**src/rtl/hsb_pkg.sv**
```systemverilog
package hsb_pkg;
    typedef enum logic [1:0] {
        CLS_STAGE,
        CLS_WIDE,
        CLS_NATIVE,
        CLS_CHAN
    } addr_cls_e;

    typedef enum logic [2:0] {
        ST_IDLE,
        ST_WRITE,
        ST_READ,
        ST_WAIT,
        ST_REPLY
    } ctrl_st_e;
endpackage

```
**src/rtl/hsb_decode.sv**
```systemverilog
module hsb_decode
    import hsb_pkg::*;
#(
    parameter int ADDR_W     = 8,
    parameter int STAGE_ADDR = 'h00,
    parameter int WIDE_LO    = 'h40,
    parameter int WIDE_HI    = 'h7F,
    parameter int CHAN_BASE  = 'hF0,
    parameter int CHAN_COUNT = 3
) (
    input  logic [ADDR_W-1:0] addr,
    output addr_cls_e         cls
);
    logic [CHAN_COUNT-1:0] chan_hit;

    for (genvar i = 0; i < CHAN_COUNT; i++) begin : g_chan
        assign chan_hit[i] = (addr == ADDR_W'(CHAN_BASE + i));
    end

    always_comb begin
        if (addr == ADDR_W'(STAGE_ADDR))
            cls = CLS_STAGE;
        else if (addr >= ADDR_W'(WIDE_LO) && addr <= ADDR_W'(WIDE_HI))
            cls = CLS_WIDE;
        else if (|chan_hit)
            cls = CLS_CHAN;
        else
            cls = CLS_NATIVE;
    end
endmodule

```
**src/rtl/hsb_stage.sv**
```systemverilog
module hsb_stage #(
    parameter int HALF_W = 16
) (
    input  logic              clk,
    input  logic              rst_n,
    input  logic              load,
    input  logic [HALF_W-1:0] din,
    output logic [HALF_W-1:0] q
);
    always_ff @(posedge clk) begin
        if (!rst_n)
            q <= '0;
        else if (load)
            q <= din;
    end
endmodule

```
**src/rtl/hsb_ctrl.sv**
```systemverilog
module hsb_ctrl
    import hsb_pkg::*;
#(
    parameter int ADDR_W = 8,
    parameter int HALF_W = 16
) (
    input  logic                clk,
    input  logic                rst_n,
    input  logic                host_wr,
    input  logic                host_rd,
    input  logic [ADDR_W-1:0]   host_addr,
    input  logic [HALF_W-1:0]   host_wdata,
    input  addr_cls_e           host_cls,
    input  logic [HALF_W-1:0]   stage_q,
    output logic                host_ready,
    output logic                host_rvalid,
    output logic [HALF_W-1:0]   host_rdata,
    output logic                reg_wr,
    output logic                reg_rd,
    output logic [ADDR_W-1:0]   reg_addr,
    output logic [2*HALF_W-1:0] reg_wdata,
    input  logic [2*HALF_W-1:0] reg_rdata,
    output logic                stage_load,
    output logic [HALF_W-1:0]   stage_din
);
    localparam int FULL_W = 2 * HALF_W;

    ctrl_st_e            state;
    addr_cls_e           cls_q;
    logic [ADDR_W-1:0]   addr_q;
    logic [FULL_W-1:0]   wdata_q;
    logic [HALF_W-1:0]   rdata_q;

    // State register
    always_ff @(posedge clk) begin
        if (!rst_n) begin
            state <= ST_IDLE;
        end else begin
            unique case (state)
                ST_IDLE: begin
                    if (host_wr)
                        state <= (host_cls == CLS_STAGE) ? ST_IDLE : ST_WRITE;
                    else if (host_rd)
                        state <= (host_cls == CLS_STAGE) ? ST_REPLY : ST_READ;
                end
                ST_WRITE: state <= ST_IDLE;
                ST_READ:  state <= ST_WAIT;
                ST_WAIT:  state <= ST_REPLY;
                ST_REPLY: state <= ST_IDLE;
                default:  state <= ST_IDLE;
            endcase
        end
    end

    // Request and reply holding registers
    always_ff @(posedge clk) begin
        if (!rst_n) begin
            cls_q   <= CLS_NATIVE;
            addr_q  <= '0;
            wdata_q <= '0;
            rdata_q <= '0;
        end else begin
            if (state == ST_IDLE && (host_wr || host_rd)) begin
                cls_q   <= host_cls;
                addr_q  <= host_addr;
                wdata_q <= (host_cls == CLS_WIDE) ? {stage_q, host_wdata}
                                                  : {{HALF_W{1'b0}}, host_wdata};
                if (!host_wr && host_cls == CLS_STAGE)
                    rdata_q <= stage_q;
            end
            if (state == ST_WAIT)
                rdata_q <= (cls_q == CLS_WIDE) ? reg_rdata[FULL_W-1:HALF_W]
                                               : reg_rdata[HALF_W-1:0];
        end
    end

    // Outputs
    always_comb begin
        host_ready  = 1'b0;
        host_rvalid = 1'b0;
        reg_wr      = 1'b0;
        reg_rd      = 1'b0;
        stage_load  = 1'b0;
        stage_din   = host_wdata;
        unique case (state)
            ST_IDLE: begin
                host_ready = 1'b1;
                stage_load = host_wr && (host_cls == CLS_STAGE);
            end
            ST_WRITE: reg_wr = 1'b1;
            ST_READ:  reg_rd = 1'b1;
            ST_WAIT: begin
                stage_load = (cls_q == CLS_WIDE);
                stage_din  = reg_rdata[HALF_W-1:0];
            end
            ST_REPLY: host_rvalid = 1'b1;
            default: ;
        endcase
    end

    assign reg_addr   = addr_q;
    assign reg_wdata  = wdata_q;
    assign host_rdata = rdata_q;
endmodule

```
**src/rtl/hsb_top.sv**
```systemverilog
module hsb_top
    import hsb_pkg::*;
#(
    parameter int ADDR_W     = 8,
    parameter int HALF_W     = 16,
    parameter int STAGE_ADDR = 'h00,
    parameter int WIDE_LO    = 'h40,
    parameter int WIDE_HI    = 'h7F,
    parameter int CHAN_BASE  = 'hF0,
    parameter int CHAN_COUNT = 3
) (
    input  logic                clk,
    input  logic                rst_n,
    input  logic                host_wr,
    input  logic                host_rd,
    input  logic [ADDR_W-1:0]   host_addr,
    input  logic [HALF_W-1:0]   host_wdata,
    output logic                host_ready,
    output logic                host_rvalid,
    output logic [HALF_W-1:0]   host_rdata,
    output logic                reg_wr,
    output logic                reg_rd,
    output logic [ADDR_W-1:0]   reg_addr,
    output logic [2*HALF_W-1:0] reg_wdata,
    input  logic [2*HALF_W-1:0] reg_rdata
);
    addr_cls_e         host_cls;
    logic              stage_load;
    logic [HALF_W-1:0] stage_din;
    logic [HALF_W-1:0] stage_q;

    hsb_decode #(
        .ADDR_W    (ADDR_W),
        .STAGE_ADDR(STAGE_ADDR),
        .WIDE_LO   (WIDE_LO),
        .WIDE_HI   (WIDE_HI),
        .CHAN_BASE (CHAN_BASE),
        .CHAN_COUNT(CHAN_COUNT)
    ) u_decode (
        .addr(host_addr),
        .cls (host_cls)
    );

    hsb_stage #(.HALF_W(HALF_W)) u_stage (
        .clk  (clk),
        .rst_n(rst_n),
        .load (stage_load),
        .din  (stage_din),
        .q    (stage_q)
    );

    hsb_ctrl #(.ADDR_W(ADDR_W), .HALF_W(HALF_W)) u_ctrl (
        .clk        (clk),
        .rst_n      (rst_n),
        .host_wr    (host_wr),
        .host_rd    (host_rd),
        .host_addr  (host_addr),
        .host_wdata (host_wdata),
        .host_cls   (host_cls),
        .stage_q    (stage_q),
        .host_ready (host_ready),
        .host_rvalid(host_rvalid),
        .host_rdata (host_rdata),
        .reg_wr     (reg_wr),
        .reg_rd     (reg_rd),
        .reg_addr   (reg_addr),
        .reg_wdata  (reg_wdata),
        .reg_rdata  (reg_rdata),
        .stage_load (stage_load),
        .stage_din  (stage_din)
    );
endmodule

```
**config.mk**
```make
export PLATFORM = sky130hd
export DESIGN_NAME = hsb_top
export DESIGN_NICKNAME = d
export VERILOG_FILES = /design/src/rtl/hsb_pkg.sv /design/src/rtl/hsb_decode.sv /design/src/rtl/hsb_stage.sv /design/src/rtl/hsb_ctrl.sv /design/src/rtl/hsb_top.sv
export SDC_FILE = /design/constraint.sdc
export NUM_CORES = 1
export LEC_CHECK = 0
export BUFFER_PORTS_ARGS = -buffer_cell sky130_fd_sc_hd__buf_2
export CORE_MARGIN = 2
export CORE_UTILIZATION = 56
export CTS_BUF_LIST = sky130_fd_sc_hd__clkbuf_4
export CTS_CLUSTER_SIZE = 20
export DETAILED_ROUTE_END_ITERATION = 16
export PLACE_DENSITY = 0.9
export SYNTH_ARGS = -nofsm -noshare
export SYNTH_HDL_FRONTEND = slang
export SYNTH_SLANG_ARGS = --single-unit
```
**constraint.sdc**
```tcl
create_clock -name clk -period 2.9 [get_ports clk]
set_clock_uncertainty 0.2 [all_clocks]
set_input_delay 0.145 -clock clk [delete_from_list [all_inputs] [get_ports clk]]
set_output_delay 0.145 -clock clk [all_outputs]
set_load 0.005 [all_outputs]
```
==> impl_metrics.py, run 1 <==
metrics = {
    "status": {
        "outcome": "completed",
    },
    "timing": {
        "timing.max_slew.rel_slack": 0.478,
        "rsz0062_at_grt": "no",
        "finalHoldViolCount": 0,
        "period_minus_slack_ps": 2200,
        "timing.final.crit_share": 0.758,
        "timing.fmax_ghz": 0.455,
        "final_max_slew_viol_count": 0,
        "max_slew.worst_pin.slew_ps": 782,
        "setup_tns_ps": 0,
        "setup_viol_count_final": 0,
        "finalWorstSetupSlack_ps": 702,
    },
    "grt": {
        "wire_length_of_the_first_global_routing_pass_um": 19000,
        "antenna_found_initial": 1,
        "grt_start_max_net_pins": 52,
        "grt_total_ovfl": 0,
        "first_global_vias": 3838,
        "grtUsageTotal": 0.341,
    },
    "detailed_routing": {
        "initialDrtViolationCount": 481,
        "detailroute.via_count": 3988,
        "final_antenna_net_count": 0,
        "drt_pre_antenna_iters": 6,
        "wire_per_inst_um": 18.5,
        "wl_final_um": 12200,
        "drc_errors": 0,
        "vias_per_cell": 6.06,
    },
    "critical_path": {
        "crit_path_max_fanout": 18,
        "r2r_start": "u_ctrl.state[0]",
        "worstSetupStartpointType": "flop",
        "ff2ff_setup_slack_ps": 700,
        "reg2reg_to": "u_ctrl.host_rdata[1]",
        "worst-r2r-cell-count": 4,
        "worst-endpoint-required_ps": 3060,
        "worstSetupPathType": "flop to flop",
        "crit_arrival_ps": 2350,
        "crit_path_end_kind": "flop",
    },
    "clocking": {
        "clock_root_buffer_master": "sky130_fd_sc_hd__clkbuf_4",
        "clockBufferDepth": 2,
        "cts.sinks": 77,
        "tritoncts_clock_tree": "done",
        "cts.clk_slew.worst_paths_ps": 140,
        "cts-buffers-inserted": 9,
        "h-tree-depth": 3,
        "clock_insertion_delay_worst_skew_ps": 450,
    },
    "synthesis": {
        "number_of_warnings_printed_during_yosys_synthesis": 0,
        "cell_count_after_synthesis": 420,
        "share_of_async_settable_or_async_resettable_flops_after_synthesis": 0,
        "synth_unique_cells": 30,
        "part_of_the_yosys_area_used_for_sequential_elements": 0.432,
        "postSynthRegisterBits": 77,
        "syn_nets": 480,
        "synth_flop_cell": "sky130_fd_sc_hd__dfxtp_1",
        "synth-edff-count": 0,
        "postSynthAreaPerCell_um2": 8.49,
        "synth.cell_area_um2": 3570,
    },
    "power_and_ir_drop": {
        "p_leak_nw": 2.27,
        "switching_component_of_the_power_w": 0.000701,
        "pwr-share-clk": 0.330,
        "powerDensity_nw_per_um2": 479,
        "sw_frac_of_total": 0.300,
        "cell_internal_pwr_w": 0.00164,
        "seqPwrFrac": 0.485,
        "combPwrFrac": 0.185,
        "worst_ir_drop_vdd_mv": 0.406,
    },
    "min_path": {
        "hold_path_end": "u_ctrl.host_rdata[2]",
        "hold_class": "input port to flop",
        "timing.hold.worst.start": "host_rd",
        "worstHoldPathCells": 4,
    },
    "finish": {
        "final_net_count": 635,
        "drive_gt1_frac": 0.281,
        "final_cell_area_um2": 4890,
        "areaGrowthSynthToFinish_pct": 37.1,
    },
    "placed_design": {
        "io_buffers": 119,
        "dpl-instance-area_um2": 4150,
        "hpwl_um": 7140,
        "routabilityCongestion": 0.869,
        "place_ws_ps": 845,
    },
    "die": {
        "floorplan.core_area_um2": 6240,
        "die-width_um": 83.8,
        "rows": 29,
        "io_pins": 120,
        "die_area_um2": 7020,
        "dieHeight_um": 83.8,
        "floorplan.initialDensity": 0.571,
    },
    "flow_run": {
        "drv.max_cap_violation_count": 0,
    },
}
routing by layer:
layer	GRT usage	routed length, µm
met3	0.0979	1220
met2	0.549	5760
met1	0.405	4520
met4	0.196	658
met5	0	0
worst max-delay path, cell delays in order, from the launching register on:
cell and delay (ps):
sky130_fd_sc_hd__dfxtp_1 560, sky130_fd_sc_hd__nand3b_1 550, sky130_fd_sc_hd__buf_4 420, sky130_fd_sc_hd__a211oi_1 250
sky130_fd_sc_hd__o31ai_1 110
final cells by class:
cell class	count	area, µm²
Antenna cell	1	2.50
Clock inverter	7	97.6
Tap cell	77	96.3
Sequential cell	77	1540
Timing Repair Buffer	186	1240
Fill cell	391	1350
Multi-Input combinational cell	301	1840
Clock buffer	9	67.6
synthesized netlist by cell type (all sizes together) (13+ instances only):
| cell | instances | area [µm²] |
|---|---|---|
| nor2b | 20 | 125 |
| dfxtp | 77 | 1540 |
| nand4 | 17 | 121 |
| o31ai | 16 | 170 |
| nand3 | 34 | 170 |
| buf | 13 | 83.8 |
| nand2 | 101 | 379 |
| clkbuf | 29 | 109 |
| a211oi | 16 | 120 |
| o211a | 16 | 160 |
| a21boi | 41 | 308 |
| o21ai | 18 | 90.1 |
through the flow:
stage               hold slack (ps)  total power, W  cells  utilization
finish                         7.20         0.00234    658        0.783
global route                   29.5         0.00241    658        0.783
CTS                            23.5         0.00229    657        0.783
detailed placement              222         0.00150    584        0.665
global placement                210         0.00149    584        0.665
floorplan                      79.8         0.00136    420            -
worst max-delay path by stage:
stage,from,to,slack (ps)
CTS,u_ctrl.state[1],u_stage.q[12],810
global route,u_ctrl.state[0],u_ctrl.host_rdata[1],590
floorplan,u_ctrl.state[1],u_ctrl.host_rdata[10],1030
detailed placement,u_ctrl.state[1],u_stage.q[12],850
global placement,u_ctrl.state[0],u_ctrl.reg_wdata[27],950
finish,u_ctrl.state[0],u_ctrl.host_rdata[1],700
timing repair:
action | CTS | global route
hold buffers | 57 | 0
resized for setup | 0 | 0
hold endpoints to repair | 60 | 0
setup buffers | 0 | 0
cell usage in the layout, fill, tap and decap left out, drive strengths merged:
cell type | netlist | routed
buf | 13 | 129
nand2 | 101 | 101
dfxtp | 77 | 77
dlygate4sd3 | 0 | 57
a21boi | 41 | 41
nand3 | 34 | 34
nor2b | 20 | 20
o21ai | 18 | 18
nand4 | 17 | 17
o211a | 16 | 16
a211oi | 16 | 16
o31ai | 16 | 16
clkbuf | 29 | 9
nor2 | 4 | 4
nor3b | 3 | 3
nor4 | 3 | 3
a21oi | 3 | 3
bufinv | 0 | 2
clkinvlp | 0 | 2
and2 | 2 | 2
clkinv | 0 | 2
diode | 0 | 1
nor3 | 1 | 1
nor4b | 1 | 1
and3b | 1 | 1
a32o | 1 | 1
nand3b | 1 | 1
o211ai | 1 | 1
o41ai | 1 | 1
inv | 0 | 1
power groups by stage:
stage / Clock [W] / Sequential [W] / Combinational (W)
CTS: 0.000755 / 0.00113 / 0.000408
global placement: 0 / 0.00115 / 0.000340
floorplan: 0 / 0.00115 / 0.000214
finish: 0.000772 / 0.00114 / 0.000432
detailed placement: 0 / 0.00115 / 0.000348
global route: 0.000809 / 0.00114 / 0.000462
flip-flops by register name, summed over array words and instances (netlist names):
name	cells
u_ctrl.cls_q	2
u_ctrl.host_rdata	16
u_ctrl.reg_addr	8
u_ctrl.reg_wdata	32
u_ctrl.state	3
u_stage.q	16
cells by family after synthesis:
| family | after synthesis | share of synthesized area |
|---|---|---|
| simple gates | 188 | 0.264 |
| compound gates | 113 | 0.249 |
| flops | 77 | 0.432 |
| buf+inv | 42 | 0.0540 |
Power figures use the tool's default switching activity.
==> run 2, diff against run 1 <==
Settings changed: CORE_UTILIZATION 56 to 52, PLACE_DENSITY 0.9 to 0.84.
Clock period 2.9 ns to 2.2 ns, I/O delays scaled along.
==> impl_metrics.py, run 2 (same netlist as run 1, synthesis figures left out) <==
metrics = {
    "status": {
        "outcome": "completed",
    },
    "placed_design": {
        "dpl-instance-area_um2": 4200,
        "routabilityCongestion": 0.853,
        "hpwl_um": 7110,
        "io_buffers": 119,
    },
    "clocking": {
        "tritoncts_clock_tree": "done",
        "cts.clk_slew.worst_paths_ps": 140,
        "clockBufferDepth": 2,
        "h-tree-depth": 3,
        "cts.sinks": 77,
        "post_cts.repair.setup_buffers": 0,
        "cts-buffers-inserted": 9,
        "clock_root_buffer_master": "sky130_fd_sc_hd__clkbuf_4",
        "clock_insertion_delay_worst_skew_ps": 450,
    },
    "power_and_ir_drop": {
        "powerDensity_nw_per_um2": 571,
        "worst_ir_drop_vdd_mv": 0.449,
        "p_leak_nw": 2.33,
    },
    "critical_path": {
        "crit_buf_inv": 2,
        "crit_path_max_fanout": 32,
        "worstSetupPathType": "flop to flop",
        "worst_path_max_delay_cell": "sky130_fd_sc_hd__dlygate4sd3_1",
        "worst-endpoint-required_ps": 2340,
        "worstSetupStartpoint": "u_ctrl.cls_q[0]",
        "worstSetupStartpointType": "flop",
        "crit_path_end_kind": "flop",
        "critical-path-top-delay-family": "buffers and inverters",
        "timing.critical_path.cells": "nor2b_4 -> buf_12 -> nor2b_1 -> a211oi_1 -> dlygate4sd3_1 -> o31ai_2",
        "max_stage_delay_ps": 620,
        "r2r_start": "u_ctrl.cls_q[0]",
        "crit_arrival_ps": 2230,
    },
    "die": {
        "die-width_um": 86.8,
        "floorplan.core_area_um2": 6720,
        "die_area_um2": 7540,
        "io_pins": 120,
        "rows": 30,
        "dieHeight_um": 86.8,
        "floorplan.initialDensity": 0.531,
    },
    "finish": {
        "final_net_count": 646,
        "layout_commonest_cell": "sky130_fd_sc_hd__buf_2",
        "drive_gt1_frac": 0.283,
        "final_cell_area_um2": 5010,
        "largest_register_ff_count": 32,
        "ant_diodes": 0,
        "n_fill_cell": 455,
        "mostFrequentLayoutCells": "sky130_fd_sc_hd__buf_2, sky130_fd_sc_hd__nand2_1, sky130_fd_sc_hd__dfxtp_1",
        "areaGrowthSynthToFinish_pct": 40.5,
    },
    "min_path": {
        "hold_class": "input port to flop",
        "timing.hold.worst.start": "host_rd",
    },
    "timing": {
        "timing.final.crit_share": 0.952,
        "final_max_slew_viol_count": 0,
        "timing.fmax_ghz": 0.477,
        "max_slew.worst_pin.slew_ps": 688,
        "finalHoldViolCount": 0,
        "timing.max_slew.rel_slack": 0.542,
        "setup_tns_ps": 0,
        "setup_viol_count_final": 0,
        "rsz0062_at_grt": "no",
        "period_minus_slack_ps": 2090,
    },
    "detailed_routing": {
        "drc_errors": 0,
        "vias_per_cell": 5.86,
        "initialDrtViolationCount": 422,
        "wire_per_inst_um": 17.8,
        "detailroute.via_count": 3932,
        "drt_pre_antenna_iters": 5,
        "final_antenna_net_count": 0,
        "wl_final_um": 12000,
    },
    "flow_run": {
        "drv.max_cap_violation_count": 0,
    },
    "grt": {
        "grt_total_ovfl": 0,
        "grt_start_max_net_pins": 51,
        "antenna_found_initial": 0,
        "first_global_vias": 3771,
        "wire_length_of_the_first_global_routing_pass_um": 18600,
        "grtUsageTotal": 0.320,
    },
}
==> run 2: cell types whose count changed in the layout (fill, tap and decap cells not counted), moves of 2 or more <==
cell,change
sky130_fd_sc_hd__dlygate4sd3_1,+10
sky130_fd_sc_hd__buf_4,-3
sky130_fd_sc_hd__clkinvlp_4,+2
sky130_fd_sc_hd__buf_12,+4
sky130_fd_sc_hd__bufinv_16,-2
sky130_fd_sc_hd__dfxtp_2,+3
sky130_fd_sc_hd__dfxtp_1,-3
==> run 2: routing by layer <==
metal / track usage / vias up / part of all wire
met1: 0.408 / 1839 / 0.40
met5: 0 / - / 0
li1: - / 1815 / -
met2: 0.507 / 233 / 0.46
met3: 0.0838 / 45 / 0.10
met4: 0.143 / 0 / 0.042
==> run 2: worst paths after layout <==
path / to / slack, ps / cells after the start
max reg2reg: u_ctrl.host_rdata[11] / 110 / 6
min: u_ctrl.state[1] / 40 / 5
max: u_ctrl.host_rdata[11] / 110 / 6
min reg2reg: u_ctrl.reg_wdata[27] / 260 / 2
==> run 2: worst reg2reg max path: cells and delay by family, from the launching register on <==
kind	cells	cell delay, ps
flip-flops	1	400
buffers and inverters	2	810
AO/OA/AOI/OAI	2	300
AND/OR/NAND/NOR	2	280
==> run 2: layout make-up <==
class                           instances  area, µm²  share of cell area
Multi-Input combinational cell        301       1850               0.368
Clock inverter                          7       52.6              0.0105
Clock buffer                            9       67.6              0.0135
Timing Repair Buffer                  197       1400               0.279
Sequential cell                        77       1550               0.308
Tap cell                               80        100              0.0200
==> run 2: report_power, final <==
group | switching (W) | internal (W) | total [W]
registers | 0.0000419 | 0.00145 | 0.00150
logic | 0.000321 | 0.000262 | 0.000583
clock network | 0.000551 | 0.000232 | 0.000783
total | 0.000914 | 0.00195 | 0.00286
==> run 2: repair_timing <==
item / 4_1_cts / 5_1_grt
hold endpoints to repair: 61 / 0
resized for setup: 0 / 7
hold buffers: 67 / 0
setup endpoints to repair: 0 / 9
==> run 2: stage by stage <==
step / util / hold WS (ps) / worst slack, ps / std cells / total power [W]
after detailed placement: 0.625 / 180 / 362 / 588 / 0.00200
after global placement: 0.625 / 176 / 430 / 588 / 0.00198
after CTS: 0.742 / 46.9 / 93.4 / 671 / 0.00283
after floorplan: - / 44.8 / 328 / 420 / 0.00179
after global routing: 0.746 / 93.6 / 31.7 / 671 / 0.00299
final: 0.746 / 43.5 / 105 / 671 / 0.00286
